===== src/rtl/l2r_pkg.sv =====
package l2r_pkg;
    typedef enum logic [1:0] {
        ST_IDLE   = 2'd0,
        ST_LOOKUP = 2'd1,
        ST_HIT    = 2'd2,
        ST_FILL   = 2'd3
    } l2r_state_e;
endpackage


===== src/rtl/l2r_seq.sv =====
module l2r_seq
    import l2r_pkg::*;
#(
    parameter int MATCH_DLY = 2,
    parameter int IDX_W     = 2
) (
    input  logic             clk,
    input  logic             rst_n,
    input  logic             issue_i,
    input  logic             blk_read_i,
    input  logic             cache_req_i,
    input  logic [IDX_W-1:0] crit_i,
    input  logic             match_i,
    output l2r_state_e       state_o,
    output logic [IDX_W-1:0] beat_o,
    output logic [IDX_W-1:0] crit_o
);
    localparam int BEATS = 1 << IDX_W;
    localparam int CNT_W = $clog2(MATCH_DLY + BEATS) + 1;
    localparam logic [CNT_W-1:0] LOOK_LAST = CNT_W'(MATCH_DLY - 1);
    localparam logic [CNT_W-1:0] BEAT_LAST = CNT_W'(BEATS - 1);

    typedef struct packed {
        l2r_state_e       state;
        logic [CNT_W-1:0] cnt;
        logic [IDX_W-1:0] crit;
    } seq_t;

    seq_t r_d, r_q;

    always_comb begin
        r_d = r_q;
        unique case (r_q.state)
            ST_IDLE: begin
                if (issue_i && blk_read_i) begin
                    r_d.crit  = crit_i;
                    r_d.cnt   = '0;
                    r_d.state = cache_req_i ? ST_LOOKUP : ST_FILL;
                end
            end
            ST_LOOKUP: begin
                if (r_q.cnt == LOOK_LAST) begin
                    r_d.cnt   = '0;
                    r_d.state = match_i ? ST_HIT : ST_FILL;
                end else begin
                    r_d.cnt = r_q.cnt + 1'b1;
                end
            end
            ST_HIT, ST_FILL: begin
                if (r_q.cnt == BEAT_LAST) begin
                    r_d.cnt   = '0;
                    r_d.state = ST_IDLE;
                end else begin
                    r_d.cnt = r_q.cnt + 1'b1;
                end
            end
            default: r_d.state = ST_IDLE;
        endcase
    end

    always_ff @(posedge clk) begin
        if (!rst_n) begin
            r_q <= '{state: ST_IDLE, cnt: '0, crit: '0};
        end else begin
            r_q <= r_d;
        end
    end

    assign state_o = r_q.state;
    assign beat_o  = r_q.cnt[IDX_W-1:0];
    assign crit_o  = r_q.crit;

    // a new issue while busy leaves the captured critical word alone
    a_r9_busy_keeps_crit: assert property (@(posedge clk) disable iff (!rst_n)
        (r_q.state != ST_IDLE && issue_i) |=> $stable(r_q.crit));

    // a lookup is only ever left after the full delay
    a_r2_lookup_length: assert property (@(posedge clk) disable iff (!rst_n)
        (r_q.state == ST_LOOKUP && r_q.cnt != LOOK_LAST) |=> r_q.state == ST_LOOKUP);

    // a hit is only entered out of a lookup
    a_r4_hit_from_lookup: assert property (@(posedge clk) disable iff (!rst_n)
        $rose(r_q.state == ST_HIT) |-> $past(r_q.state) == ST_LOOKUP);
endmodule


===== src/rtl/l2r_order.sv =====
module l2r_order #(
    parameter int IDX_W = 2
) (
    input  logic [IDX_W-1:0] crit_i,
    input  logic [IDX_W-1:0] beat_i,
    output logic [IDX_W-1:0] idx_o
);
    for (genvar g = 0; g < IDX_W; g++) begin : g_bit
        assign idx_o[g] = crit_i[g] ^ beat_i[g];
    end
endmodule


===== src/rtl/l2_hit_responder.sv =====
module l2_hit_responder
    import l2r_pkg::*;
#(
    parameter int MATCH_DLY = 2,
    parameter int IDX_W     = 2,
    parameter int DATA_W    = 8
) (
    input  logic              clk,
    input  logic              rst_n,
    input  logic              issue_i,
    input  logic              blk_read_i,
    input  logic              cache_req_i,
    input  logic [IDX_W-1:0]  crit_word_i,
    input  logic              match_i,
    input  logic [DATA_W-1:0] fill_data_i,
    output logic              busy_o,
    output logic              dram_oe_o,
    output logic              bus_drive_o,
    output logic [DATA_W-1:0] bus_data_o,
    output logic              word_drive_o,
    output logic [IDX_W-1:0]  word_idx_o,
    output logic              fetch_start_o
);
    l2r_state_e       state;
    logic [IDX_W-1:0] beat;
    logic [IDX_W-1:0] crit;
    logic [IDX_W-1:0] order_idx;
    logic             filling;

    l2r_seq #(.MATCH_DLY(MATCH_DLY), .IDX_W(IDX_W)) seq_i (
        .clk        (clk),
        .rst_n      (rst_n),
        .issue_i    (issue_i),
        .blk_read_i (blk_read_i),
        .cache_req_i(cache_req_i),
        .crit_i     (crit_word_i),
        .match_i    (match_i),
        .state_o    (state),
        .beat_o     (beat),
        .crit_o     (crit)
    );

    l2r_order #(.IDX_W(IDX_W)) order_i (
        .crit_i(crit),
        .beat_i(beat),
        .idx_o (order_idx)
    );

    assign filling       = (state == ST_FILL);
    assign busy_o        = (state != ST_IDLE);
    assign dram_oe_o     = (state == ST_LOOKUP) || (state == ST_HIT);
    assign bus_drive_o   = filling;
    assign word_drive_o  = filling;
    assign word_idx_o    = filling ? order_idx : '0;
    assign bus_data_o    = filling ? fill_data_i : '0;
    assign fetch_start_o = filling && (beat == '0);

    // the cache RAM never drives while this block claims the bus
    a_r5_oe_off_on_claim: assert property (@(posedge clk) disable iff (!rst_n)
        bus_drive_o |-> !dram_oe_o);

    // consecutive sub-block beats differ by XOR 1 or 3
    a_r6_subblock_step: assert property (@(posedge clk) disable iff (!rst_n)
        (word_drive_o && $past(word_drive_o) && !fetch_start_o) |->
        (((word_idx_o ^ $past(word_idx_o)) == IDX_W'(1)) ||
         ((word_idx_o ^ $past(word_idx_o)) == IDX_W'(3))));

    // the start pulse lasts one cycle
    a_r11_single_pulse: assert property (@(posedge clk) disable iff (!rst_n)
        fetch_start_o |=> !fetch_start_o);

    // index drive and data drive go together
    a_r7_drive_pair: assert property (@(posedge clk) disable iff (!rst_n)
        word_drive_o == bus_drive_o);

    // a non-block issue from idle leaves the block idle
    a_r10_nonblock_ignored: assert property (@(posedge clk) disable iff (!rst_n)
        (!busy_o && issue_i && !blk_read_i) |=> !busy_o);
endmodule


===== config.mk =====
export PLATFORM = sky130hd
export DESIGN_NAME = l2_hit_responder
export DESIGN_NICKNAME = d
export VERILOG_FILES = /design/src/rtl/l2r_pkg.sv /design/src/rtl/l2r_seq.sv /design/src/rtl/l2r_order.sv /design/src/rtl/l2_hit_responder.sv
export SDC_FILE = /design/constraint.sdc
export NUM_CORES = 1
export LEC_CHECK = 0
export ABC_AREA = 0
export BUFFER_PORTS_ARGS = -buffer_cell sky130_fd_sc_hd__buf_2
export CAP_MARGIN = 20
export CORE_MARGIN = 5
export CORE_UTILIZATION = 30
export DETAILED_ROUTE_END_ITERATION = 16
export GPL_TIMING_DRIVEN = 0
export SYNTH_ARGS = -nofsm -noshare
export SYNTH_HDL_FRONTEND = slang
export SYNTH_HIERARCHICAL = 1
export SYNTH_SLANG_ARGS = --single-unit

===== constraint.sdc =====
create_clock -name clk -period 3 [get_ports clk]
set_input_delay 0.3 -clock clk [delete_from_list [all_inputs] [get_ports clk]]
set_output_delay 0.3 -clock clk [all_outputs]
set_load 0.02 [all_outputs]

=== After elaboration in Yosys (flattened, before gate mapping) ===
Cells that the tools add are included.
W data, S select, Z words.

* $add $sub $neg: 1
* Eq/ne operators: 8
* Mux-type cells: 10
* Bitwise logic cells: 2
* Reduce and logical (&&, ||, !) cells: 9

{| class="wikitable"
|+ Operators by type and width
! operator !! count
|-
| $pmux W6 S3 || 1
|-
| $mux W8 || 2
|-
| $mux W2 || 4
|-
| $mux W4 || 2
|-
| $ne A2 B1 Y1 const B || 3
|-
| $add A4 B1 Y4 const B || 1
|-
| $eq A2 B2 Y1 const B || 2
|-
| $eq A4 B1 Y1 const B || 1
|-
| $eq A4 B2 Y1 const B || 1
|-
| $logic_not A2 Y1 || 2
|-
| $reduce_and A3 Y1 || 1
|-
| $eq A2 B1 Y1 const B || 1
|-
| $logic_and A1 B1 Y1 || 2
|-
| $reduce_and A2 Y1 || 1
|-
| $reduce_bool A2 Y1 || 1
|-
| $reduce_or A2 Y1 || 1
|-
| $xor A1 B1 Y1 || 2
|-
| $logic_or A1 B1 Y1 || 1
|-
| $mux W1 || 1
|}

* Bits in registers: 8
* Bits of input ports: 16
* Output and inout bits: 15
* Word-level logic and storage cells: 33

=== Logic depth before layout (Yosys ltp) ===
* Depth in word-level cells: 4
* Mapped depth: 5
* Gate-level depth less buffers: 5

=== Hierarchy ===
The synthesis kept the hierarchy.

{| class="wikitable"
|+ Modules (own cells, without submodules)
! module !! instances !! cells an instance !! area each (um^2) !! seq. area each (um^2)
|-
| l2r_seq || 1 || 51 || 465.4 || 160.2
|-
| l2_hit_responder || 1 || 18 || 126.4 || 0.0
|-
| l2r_order || 1 || 2 || 17.5 || 0.0
|}

=== Worst setup path before layout ===
No wires, ideal clock.

* Path kind: register to output
* Start point: register seq_i.r_q, in the netlist seq_i/state_o[0]
* End point: output fetch_start_o
* Data arrival time: 1.429 ns
* Data required time: 2.700 ns
* Path slack: 1.271 ns
* Cell stages (with the launch flop): 4
* Buffers on the path: 1
* Path through: dfxtp_1 > buf_4 > ha_1 > nor3b_1

* Longest elaborated chain between the ends: 2

{| class="wikitable"
|+ Ends and longest elaborated chain
! item !! line !! source
|-
| start: declaration || l2r_seq.sv:29 || <nowiki>seq_t r_d, r_q;</nowiki>
|-
| start signal: assignment || l2r_seq.sv:63 || <nowiki>r_q <= '{state: ST_IDLE, cnt: '0, crit: '0};</nowiki>
|-
| start signal: assignment || l2r_seq.sv:65 || <nowiki>r_q <= r_d;</nowiki>
|-
| $eq A2 B2 Y1 || l2_hit_responder.sv:49 || <nowiki>assign filling = (state == ST_FILL);</nowiki>
|-
| via bus_drive_o || l2_hit_responder.sv:18 || <nowiki>output logic bus_drive_o,</nowiki>
|-
| $logic_and A1 B1 Y1 || l2_hit_responder.sv:56 || <nowiki>assign fetch_start_o = filling && (beat == '0);</nowiki>
|-
| end: declaration || l2_hit_responder.sv:22 || <nowiki>output logic fetch_start_o</nowiki>
|}

The timed path passes the listed nets, and every way through them passes these cells.

=== Worst setup path after layout ===
* Start point: register seq_i.r_q, in the netlist seq_i/state_o[0]
* End point: output bus_data_o[6]

* Longest elaborated chain between the ends: 2

{| class="wikitable"
|+ Ends and longest elaborated chain
! item !! line !! source
|-
| $eq A2 B2 Y1 || l2_hit_responder.sv:49 ||
|-
| $mux W8 || l2_hit_responder.sv:55 || <nowiki>assign bus_data_o = filling ? fill_data_i : '0;</nowiki>
|-
| end: declaration || l2_hit_responder.sv:19 || <nowiki>output logic [DATA_W-1:0] bus_data_o,</nowiki>
|}

Every way passes these cells.

==> flow_summary.yaml <==
status:
  status: "finished clean"
grt:
  antenna_found_initial: 0
  grt_pass1_wl_um: 2056
  grt_use_total_pct: 9.465
  grt_max_degree: 11
  overflow: 0
  grt_pass1_vias: 508
setup_path:
  cp-startpoint: "seq_i/state_o[0]$_SDFFE_PN0P_"
  rrSetupSlack_ns: 1.69
  crit_required_ns: 2.70
  cp-end-kind: "output pin"
  endpoint: "bus_data_o[6]"
  reg2regPathDepth: 5
  crit_path_start_kind: "flip-flop"
  timing.rr.start: "seq_i/beat_o[1]$_SDFFE_PN0P_"
  worst_ep_arrival_time_ns: 1.53
  cp_max_fo: 10
  worstSetupPathType: "flip-flop to output pin"
  regToRegEndpoint: "seq_i/beat_o[0]$_SDFFE_PN0P_"
clock_network:
  cts_setup_buffers: 0
  hold_buffers: 0
  cts-root-buf: "clkbuf_4"
  cts.path.max_buffers: 2
  clock_sinks: 8
  clk_pin_slew_ns: 0.05
  cts_buffers: 3
  clk_latency_ns: 0.25
  ctsHtreeMaxLevel: 1
  cts_resized: 0
  cts_tree: "done"
place:
  place_hpwl_um: 1143
  portBuffers: 30
  place_congestion: 0.7979
die:
  start_util_pct: 31.38
  die_height_um: 55.07
  num_io_pins: 31
  core_um2: 1942
  die_x_um: 55.07
  num_rows: 16
  die-area_um2: 3032
power:
  cellPowerDensity_nw_per_um2: 422.3
  ir_drop_v: 0.0003114
  p_leak_nw: 0.4253
  power_mw: 0.3445
route:
  wl_met3_um: 238
  drc: 0
  routed_wl_um: 1412
  avgViaCountPerCell: 4.718
  wl_per_cell_um: 10.78
  topRoutingLayerUsed: "met4"
  dr_total_vias: 618
  wl_met2_um: 592
  drt_first_pass_iters: 4
  drt_iter0_drc: 14
  wl_met1_um: 571
  postRouteAntennaNets: 0
flow_run:
  max_cap_violations: 0
sta:
  fin_setup_tns_ns: 0
  rsz0062_at_grt: "false"
  worst_pin_slew_ns: 0.3048
  hold_viol: 0
  period_share_pct: 60.97
  slew_viol_final: 0
  setup_viol: 0
  layout_min_cycle_time_ns: 1.829
  timing.slew.headroom_pct: 79.65
  skew_ns: 0.001958
  max_freq_ghz: 0.5467
  fin_hold_ws_ns: 0.2927
synth:
  synth.ff_latch_count: 8
  synth_nets: 92
  ys_seq_area_share_pct: 26.28
  syn-mean-instance-area_um2: 8.582
  synthCells: 71
  syn_area_um2: 609.3
  synth.distinct_cells: 27
  yosys_warnings: 6
layout:
  syn2layout_area_growth_pct: 33.88
  post-route-util_pct: 42.01
  layout_common_cells: "30 x buf_2, 10 x and2_1, 8 x dfxtp_1"
  final_nets: 127
  final_layout_size_suffix_gt1_share_pct: 40.38
  layout_commonest_cell: "buf_2"
  insertedDiodeCount: 0
min_path:
  hold_path_class: "primary input to flip-flop"
==> area by class of cell <==
| cell class | count | area [um^2] |
|---|---|---|
| flip-flops and latches | 8 | 160.2 |
| inverters | 6 | 22.52 |
| fillers | 197 | 1126 |
| well taps | 27 | 33.78 |
| multi-input cells | 50 | 374.1 |
| repair buffers | 30 | 150.1 |
| plain buffers | 7 | 52.55 |
| clock buffers | 3 | 22.52 |
==> cell families after synthesis <==
family / after synthesis / synth area share, %
fa+ha+maj: 5 / 10.27
simple gates: 30 / 29.77
buf+inv: 13 / 12.32
xor+xnor: 2 / 2.875
mux: 4 / 6.571
compound gates: 9 / 11.91
flops: 8 / 26.28
==> cells in the mapped netlist, drive strengths merged <==
cell	count	area share [%]
dfxtp	8	26
a211o	1	1.4
nand4	2	2.1
nor3	1	0.82
nand2	1	0.62
inv	5	3.1
clkinv	1	0.62
xor2	2	2.9
and2	10	10
or2	1	1.0
nand2b	1	1.0
o21ai	1	0.82
ha	5	10
o41ai	2	2.9
mux2i	4	6.6
and4bb	1	2.1
a31oi	1	1.0
nor4b	1	1.4
o32a	1	1.6
nand3	3	2.5
buf	7	8.6
nor3b	2	2.5
a32o	2	3.3
nor2	5	3.5
a21oi	1	0.82
or3	2	2.1
==> where the power goes <==
part	leakage [nW]	total [mW]	switching (mW)	internal, mW
logic	0.346	0.128	0.0669	0.0615
registers	0.0652	0.135	0.0176	0.117
clock network	0.0138	0.0811	0.0354	0.0457
==> metal layers <==
metal,track usage (%),vias to the layer above
li1,-,312
met1,10.00,268
met2,16.54,36
met3,3.217,2
met4,4.858,0
met5,0,-
==> registers in the layout (all words and copies together), names as in the netlist <==
name	flops
seq_i/r_q	2
seq_i/beat_o	2
seq_i/state_o	2
seq_i/crit_o	2
==> worst min path at each step <==
stage,start,end,slack (ns),cells after the start
final,crit_word_i[1],seq_i/crit_o[1]$_SDFFE_PN0P_,0.29,3
after global routing,crit_word_i[1],seq_i/crit_o[1]$_SDFFE_PN0P_,0.31,3
after CTS,crit_word_i[1],seq_i/crit_o[1]$_SDFFE_PN0P_,0.29,3
after detailed placement,seq_i/crit_o[1]$_SDFFE_PN0P_,seq_i/crit_o[1]$_SDFFE_PN0P_,0.49,2
after global placement,seq_i/crit_o[1]$_SDFFE_PN0P_,seq_i/crit_o[1]$_SDFFE_PN0P_,0.48,2
after floorplan,crit_word_i[0],seq_i/crit_o[0]$_SDFFE_PN0P_,0.45,2
==> through the flow <==
step                      cell area (um^2)  setup WS (ns)  cells
after floorplan                      609.3          1.271     71
after global placement               793.3          1.450    128
after detailed placement             793.3          1.420    128
after CTS                            815.8          1.147    131
after global routing                 815.8          1.058    131
final                                815.8          1.171    131
==> worst max-delay path: stages, from the launching register on <==
cell and delay (ns):
dfxtp_1 0.49, buf_4 0.18, ha_1 0.27, and2_1 0.17, buf_2 0.16
Note: power is estimated with default switching activity, not from simulation.
